<file path="config.mk">
export PLATFORM = sky130hd
export DESIGN_NAME = cl_base_rx
export DESIGN_NICKNAME = d
export VERILOG_FILES = /design/src/rtl/clrx_pkg.sv /design/src/rtl/cl_lane_deser.sv /design/src/rtl/cl_word_align.sv /design/src/rtl/cl_word_decode.sv /design/src/rtl/cl_base_rx.sv
export SDC_FILE = /design/constraint.sdc
export NUM_CORES = 1
export LEC_CHECK = 0
export ABC_CLOCK_PERIOD_IN_PS = 2550
export BUFFER_PORTS_ARGS = -buffer_cell sky130_fd_sc_hd__buf_2
export CELL_PAD_IN_SITES_DETAIL_PLACEMENT = 1
export CELL_PAD_IN_SITES_GLOBAL_PLACEMENT = 1
export CORE_MARGIN = 2
export CORE_UTILIZATION = 45
export CTS_BUF_LIST = sky130_fd_sc_hd__clkbuf_16
export CTS_CLUSTER_DIAMETER = 60
export DETAILED_ROUTE_END_ITERATION = 8
export PLACE_DENSITY_LB_ADDON = 0.1
export SKIP_LAST_GASP = 1
export SYNTH_ARGS = -nofsm -noshare
export SYNTH_HDL_FRONTEND = slang
export SYNTH_HIERARCHICAL = 1
export SYNTH_SLANG_ARGS = --single-unit
</file>
<file path="constraint.sdc">
create_clock -name clk_bit -period 2.55 [get_ports clk_bit]
set_input_delay 0.1275 -clock clk_bit [delete_from_list [all_inputs] [get_ports clk_bit]]
set_output_delay 0.1275 -clock clk_bit [all_outputs]
set_load 0.1 [all_outputs]
</file>
<file path="src/rtl/clrx_pkg.sv">
package clrx_pkg;
  localparam int SER_W   = 7;
  localparam int N_LANES = 4;
  localparam int WORD_W  = SER_W * N_LANES;
  localparam int PIX_W   = 8;
  localparam logic [SER_W-1:0] CLK_PATTERN = 7'b1100011;

  // word bit positions that neighbours decode
  localparam int LV_BIT = 24;
  localparam int FV_BIT = 25;
  localparam int DV_BIT = 26;

  typedef struct packed {
    logic             fval;
    logic             lval;
    logic             dval;
    logic [PIX_W-1:0] pix;
  } clrx_fields_t;

  function automatic clrx_fields_t unpack_word(input logic [WORD_W-1:0] w);
    clrx_fields_t f;
    f.pix  = {w[5], w[27], w[6], w[4:0]};
    f.lval = w[LV_BIT];
    f.fval = w[FV_BIT];
    f.dval = w[DV_BIT];
    return f;
  endfunction
endpackage

</file>
<file path="src/rtl/cl_lane_deser.sv">
module cl_lane_deser #(
  parameter int W = 7
) (
  input  logic         clk,
  input  logic         rst_n,
  input  logic         sin,
  output logic [W-1:0] sr
);
  logic [W-1:0] sr_q, sr_d;

  // newest bit enters at the bottom; the first bit of a window ends at the top
  always_comb sr_d = {sr_q[W-2:0], sin};

  always_ff @(posedge clk or negedge rst_n) begin
    if (!rst_n) sr_q <= '0;
    else        sr_q <= sr_d;
  end

  assign sr = sr_q;
endmodule

</file>
<file path="src/rtl/cl_word_align.sv">
module cl_word_align
  import clrx_pkg::*;
#(
  parameter int LOCK_CNT = 16
) (
  input  logic             clk,
  input  logic             rst_n,
  input  logic [SER_W-1:0] clk_sr,
  output logic             win_end,
  output logic             locked
);
  localparam int PH_W = $clog2(SER_W);
  localparam int CW   = $clog2(LOCK_CNT + 1);
  localparam logic [PH_W-1:0] PH_LAST = PH_W'(SER_W - 1);
  localparam logic [CW-1:0]   CNT_MAX = CW'(LOCK_CNT);

  logic [PH_W-1:0] ph_q, ph_d;
  logic [CW-1:0]   cnt_q, cnt_d;
  logic            win_q, win_d;
  logic            lock_q, lock_d;
  logic            match;

  assign match = (clk_sr == CLK_PATTERN);

  always_comb begin
    ph_d  = ph_q;
    win_d = 1'b0;
    cnt_d = cnt_q;
    if (win_q && !match) begin
      ph_d = ph_q;                       // slip: stretch this window by one bit
    end else if (ph_q == PH_LAST) begin
      ph_d  = '0;
      win_d = 1'b1;
    end else begin
      ph_d = ph_q + 1'b1;
    end
    if (win_q) begin
      if (!match)                cnt_d = '0;
      else if (cnt_q != CNT_MAX) cnt_d = cnt_q + 1'b1;
    end
    lock_d = (cnt_d == CNT_MAX);
  end

  always_ff @(posedge clk or negedge rst_n) begin
    if (!rst_n) begin
      ph_q   <= '0;
      win_q  <= 1'b0;
      cnt_q  <= '0;
      lock_q <= 1'b0;
    end else begin
      ph_q   <= ph_d;
      win_q  <= win_d;
      cnt_q  <= cnt_d;
      lock_q <= lock_d;
    end
  end

  assign win_end = win_q;
  assign locked  = lock_q;

  p_win_gap_r9: assert property (@(posedge clk) disable iff (!rst_n)
    win_q |=> !win_q);
  p_lock_drop_r8: assert property (@(posedge clk) disable iff (!rst_n)
    (win_q && !match) |=> !lock_q);
  p_lock_rise_r2: assert property (@(posedge clk) disable iff (!rst_n)
    $rose(lock_q) |-> $past(win_q && match));
endmodule

</file>
<file path="src/rtl/cl_word_decode.sv">
module cl_word_decode
  import clrx_pkg::*;
(
  input  logic              clk,
  input  logic              rst_n,
  input  logic              win_end,
  input  logic              locked,
  input  logic [WORD_W-1:0] word,
  output logic [PIX_W-1:0]  pix_data,
  output logic              pix_valid,
  output logic              active_video,
  output logic              hsync,
  output logic              vsync
);
  clrx_fields_t     fld_q, fld_d;
  logic             wv_q, wv_d;
  logic [PIX_W-1:0] pix_q, pix_d;
  logic             pv_q, pv_d, act_q, act_d, hs_q, hs_d, vs_q, vs_d;
  logic             upd;

  always_comb begin
    wv_d  = win_end;
    fld_d = win_end ? unpack_word(word) : fld_q;   // stage 1 enable
    upd   = wv_q && locked;                          // stage 2 enable
    pv_d  = upd;
    pix_d = upd ? fld_q.pix : pix_q;
    act_d = upd ? (fld_q.fval && fld_q.lval && fld_q.dval) : act_q;
    hs_d  = upd ? !fld_q.lval : hs_q;
    vs_d  = upd ? !fld_q.fval : vs_q;
  end

  always_ff @(posedge clk or negedge rst_n) begin
    if (!rst_n) begin
      fld_q <= '0;
      wv_q  <= 1'b0;
      pix_q <= '0;
      pv_q  <= 1'b0;
      act_q <= 1'b0;
      hs_q  <= 1'b0;
      vs_q  <= 1'b0;
    end else begin
      fld_q <= fld_d;
      wv_q  <= wv_d;
      pix_q <= pix_d;
      pv_q  <= pv_d;
      act_q <= act_d;
      hs_q  <= hs_d;
      vs_q  <= vs_d;
    end
  end

  assign pix_data     = pix_q;
  assign pix_valid    = pv_q;
  assign active_video = act_q;
  assign hsync        = hs_q;
  assign vsync        = vs_q;

  p_sync_excl_r6: assert property (@(posedge clk) disable iff (!rst_n)
    (pv_q && act_q) |-> (!hs_q && !vs_q));
  p_strobe_single_r7: assert property (@(posedge clk) disable iff (!rst_n)
    pv_q |=> !pv_q);
endmodule

</file>
<file path="src/rtl/cl_base_rx.sv">
module cl_base_rx
  import clrx_pkg::*;
#(
  parameter int LOCK_CNT = 16
) (
  input  logic             clk_bit,
  input  logic             rst_n,
  input  logic             cl_clk_lane,
  input  logic [N_LANES-1:0] cl_data,
  output logic [PIX_W-1:0] pix_data,
  output logic             pix_valid,
  output logic             active_video,
  output logic             hsync,
  output logic             vsync,
  output logic             locked
);
  localparam int ALL_LANES = N_LANES + 1;

  logic [ALL_LANES-1:0]            lane_in;
  logic [ALL_LANES-1:0][SER_W-1:0] lane_sr;
  logic [WORD_W-1:0]               word;
  logic                            win_end;

  assign lane_in = {cl_data, cl_clk_lane};

  for (genvar i = 0; i < ALL_LANES; i++) begin : g_lane
    cl_lane_deser #(.W(SER_W)) u_deser (
      .clk   (clk_bit),
      .rst_n (rst_n),
      .sin   (lane_in[i]),
      .sr    (lane_sr[i])
    );
  end

  for (genvar k = 0; k < N_LANES; k++) begin : g_word
    assign word[SER_W*k +: SER_W] = lane_sr[k+1];
  end

  cl_word_align #(.LOCK_CNT(LOCK_CNT)) u_align (
    .clk     (clk_bit),
    .rst_n   (rst_n),
    .clk_sr  (lane_sr[0]),
    .win_end (win_end),
    .locked  (locked)
  );

  cl_word_decode u_decode (
    .clk          (clk_bit),
    .rst_n        (rst_n),
    .win_end      (win_end),
    .locked       (locked),
    .word         (word),
    .pix_data     (pix_data),
    .pix_valid    (pix_valid),
    .active_video (active_video),
    .hsync        (hsync),
    .vsync        (vsync)
  );

  p_valid_locked_r2: assert property (@(posedge clk_bit) disable iff (!rst_n)
    pix_valid |-> locked);
endmodule

</file>
# After elaboration in Yosys (flattened, before gate mapping)
# Index checks and enable logic that the tools add are counted.
[totals] in_bits=7 ff_bits=55 output_inout_bits=13
[classes] reduce_logical=7 eq_ne=4 add_sub_neg=2 muxes=6
[ops] op="2-to-1 mux 5 bit" count=3
[ops] op="== test 7 bit (second input constant)" count=1
[ops] op="adder 5 x 1 -> 5 bit (second input constant)" count=1
[ops] op="== test 5 bit (second input constant)" count=1
[ops] op="!= test 5 bit (second input constant)" count=1
[ops] op="logical AND 1 bit" count=4
[ops] op="adder 3 x 1 -> 3 bit (second input constant)" count=1
[ops] op="== test 3 bit (second input constant)" count=1
[ops] op="zero test 1 bit" count=3
[ops] op="2-to-1 mux 3 bit" count=1
[ops] op="2-to-1 mux 1 bit" count=2

# Logic depth before layout (Yosys ltp)
[logic_depth] ltp_word=5 depth_mapped=5 ltp_nobuf=5

# Modules after synthesis
# The synthesis kept the hierarchy.
[modules_own_cells] module="cl_word_decode" n_inst=1 seq_area_each_um2=600.6 area_each_um2=914.6 cells_per_inst=53
[modules_own_cells] module="cl_lane_deser" n_inst=5 seq_area_each_um2=175.2 area_each_um2=175.2 cells_per_inst=7
[modules_own_cells] module="cl_word_align" n_inst=1 seq_area_each_um2=250.2 area_each_um2=586.8 cells_per_inst=54

# Least setup slack after synthesis
# No wires, ideal clock.
[synth_timing] kind="register to register" from="reg u_align.lock_q, in the netlist u_align/locked" to="reg u_decode.pix_q[0], in the netlist u_decode/pix_data[0]" stages_incl_launch_ff=4 required_ps=2425 arrival_time_ps=1550 setup_slack_ps=874 setup_ps=125 synth_period_minus_slack_ps=1676 cell_sequence="dfrtp_1 > nand2_2 > buf_6 > mux2_4"
[synth_via] elab_chain_len=1
[synth_lines] item="start: declaration" line="cl_word_align.sv:20" source="logic lock_q, lock_d;"
[synth_lines] item="start signal: assignment" line="cl_word_align.sv:54" source="lock_q <= lock_d;"
[synth_lines] item="logical AND 1 bit" line="cl_word_decode.sv:24" source="upd = wv_q && locked;"
[synth_lines] item="end signal: assignment" line="cl_word_decode.sv:44" source="pix_q <= pix_d;"
[synth_lines] item="end: declaration" line="cl_word_decode.sv:17" source="logic [PIX_W-1:0] pix_q, pix_d;"
# No other way between the ends.
# A chain may end at the register's enable or synchronous reset.

# Final worst setup path
[layout_timing] from="reg u_align.cnt_q[0]" to="reg u_align.lock_q, in the netlist u_align/locked"
[layout_via] elab_chain_len=5 word_cells_on_any_way=6
[layout_lines] item="start: declaration" line="cl_word_align.sv:18" source="logic [CW-1:0] cnt_q, cnt_d;"
[layout_lines] item="start signal: assignment" line="cl_word_align.sv:53" source="cnt_q <= cnt_d;"
[layout_lines] item="adder 5 x 1 -> 5 bit / != test 5 bit (equally long branches)" line="cl_word_align.sv:39" source="else if (cnt_q != CNT_MAX) cnt_d = cnt_q + 1'b1;"
[layout_lines] item="2-to-1 mux 5 bit" line="cl_word_align.sv:39"
[layout_lines] item="2-to-1 mux 5 bit" line="cl_word_align.sv:38" source="if (!match) cnt_d = '0;"
[layout_lines] item="2-to-1 mux 5 bit (*)" line="cl_word_align.sv:37" source="if (win_q) begin"
[layout_lines] item="== test 5 bit (*)" line="cl_word_align.sv:41" source="lock_d = (cnt_d == CNT_MAX);"
[layout_lines] item="via u_align.lock_d" line="cl_word_align.sv:20"
# Mark *: on every way through the listed nets, which the timed path passes. The rest lies on a longest branch.

==> out/results.ini <==
[drt]
routedWlPerCell_um=16.2
ant_nets=0
vias=1067
drc=0
dr.pass1.iters=4
postRouteWirelength_um=3370
vias_per_cell=5.13
drt_iter0_drc=41

[power]
leakagePower_nw=1.17
p_int_w=0.00158
power.density_nw_per_um2=904
comb_power_share_pct=17.6
clkPwrFrac_pct=28.6
p_switching_w=0.000547
swShare_pct=25.8
p_seq_share_pct=53.8
peakVddDrop_uv=603

[floorplanning]
ios=20
die_w_um=71.1
start_util_pct=46.6
die_h_um=71.1
die_area_um2=5060
core_um2=4350
fp-row-count=24

[critical_path]
critical_path.max_fanout=5
required_ns=2.74
cp.arrival_ns=1.83
cp_slowest_stage_delay_ns=0.41
endpoint_kind=flip-flop
crit_family=compound AO/OA/AOI/OAI gates
rr_startpoint=u_align/cnt_q[0]
start_kind=flip-flop
rr_worst_depth=5
critical_path.cell_chain=inv_1, ha_1, a311oi_1, a221oi_1, nor4bb_2
crit_start=u_align/cnt_q[0]
path_buf_inv=1
crit_slowest_cell=dfrtp_1
crit_type=flip-flop to flip-flop
cp_num_cells=5

[grt]
antenna_found_initial=0
grt_usage_pct=15.2
grt_pass1_vias=1196
overflow=0
grt_max_degree=26
grt_pass1_wl_um=5930

[layout]
seq_area_um2=1380
drive_above_1_share_pct=35.3
final_cell_mix=55 x dfrtp_1, 17 x buf_2, 13 x mux2_2, 9 x inv_1, 7 x mux2_4
num_antenna_cells=0
final_common_cell=dfrtp_1
nNetsFinal=166
fin_area_um2=2350
multiInputGateArea_um2=602
fin_cells=208
fillers=415
area_delta_synth_final_pct=15.9
fin_util_pct=54.0

[clocking]
clk-insertion-delay-late_ns=0.28
root_buffer=clkbuf_16
cts_setup_buffers=0
clk_pin_slew_ns=0.06
cts_hold_buf=4
cts_buffer_depth=2
htree_num_levels=2
clock-sinks=55
cts_tree=built
cts_buffers=5
cts_resized=0

[timing]
min_period_over_period_pct=64.6
fin_skew_ns=0.00365
drv_slew=0
grt_setup_unrepaired=no
max_freq_ghz=0.607
fin_setup_tns_ns=0
tightest_slew_ns=0.486
min_period_ns=1.65
slew_headroom_pct=67.8
hold_viol=0
fin_ws_ns=0.902
setup_viol_count_final=0

[placed_design]
port-buffer-count=17
placed_area_um2=2180
place_hpwl_um=2330
place_congestion=0.780
place_ws_ns=0.891
dpl.cell_count=198

[yosys]
netlist_area_um2=2030
syn_nets=137
synth.avg_cell_area_um2=15.8
syn-instance-count=128
ys.warnings.count=6

[worst_hold_path]
hold_path.class=primary input to async pin

[run_status]
status=finished clean

[run]
cap_violations=0

==> power groups by stage <==
stage	combinational, W	sequential [W]	clock, W
after detailed placement	0.000378	0.00116	0
after CTS	0.000383	0.00114	0.000633
final	0.000373	0.00114	0.000607
after global placement	0.000346	0.00114	0
after floorplan	0.000285	0.00113	0
after global routing	0.000419	0.00117	0.000669
==> metal layers <==
layer / global-route usage, % / vias up / share of wire, %
met1: 20.3 / 547 / 48
met4: 4.40 / 0 / 1.0
met3: 3.56 / 5 / 3.1
met5: 0 / - / 0
met2: 25.0 / 17 / 48
li1: - / 498 / -
==> sequential cells by signal, indices dropped and copies added, names as in the netlist, 3 cells and up <==
signal             cells
u_align/ph_q           3
u_decode/pix_data      8
g_lane.u_deser/sr     21
u_align/cnt_q          5
u_decode/fld_q        11
==> layout make-up <==
type,instances,share of cell area (%)
clock buffer,5,5.32
sequential,55,58.6
multi-input combinational,63,25.6
timing repair buffer,24,6.28
tap,52,2.77
inverter,8,1.28
clock inverter,1,0.160
==> stage by stage <==
stage	total power, W	hold WS [ns]
2_1_floorplan	0.00141	-0.168
3_3_place_gp	0.00149	0.0235
3_5_place_dp	0.00154	0.0277
4_1_cts	0.00216	0.258
5_1_grt	0.00225	0.292
6_report	0.00212	0.261
==> worst paths after layout <==
check / to / slack [ns]
worst min-delay path: u_decode/pix_data[7] / 0.26
worst min register to register: g_lane[4].u_deser/sr[3] / 0.36
worst max-delay path: u_align/locked / 0.90
max in group asynchronous: u_align/ph_q[0] / 1.67
min in group clk_bit: g_lane[4].u_deser/sr[3] / 0.36
worst max register to register: u_align/locked / 0.90
Power figures use the tool's default switching activity.
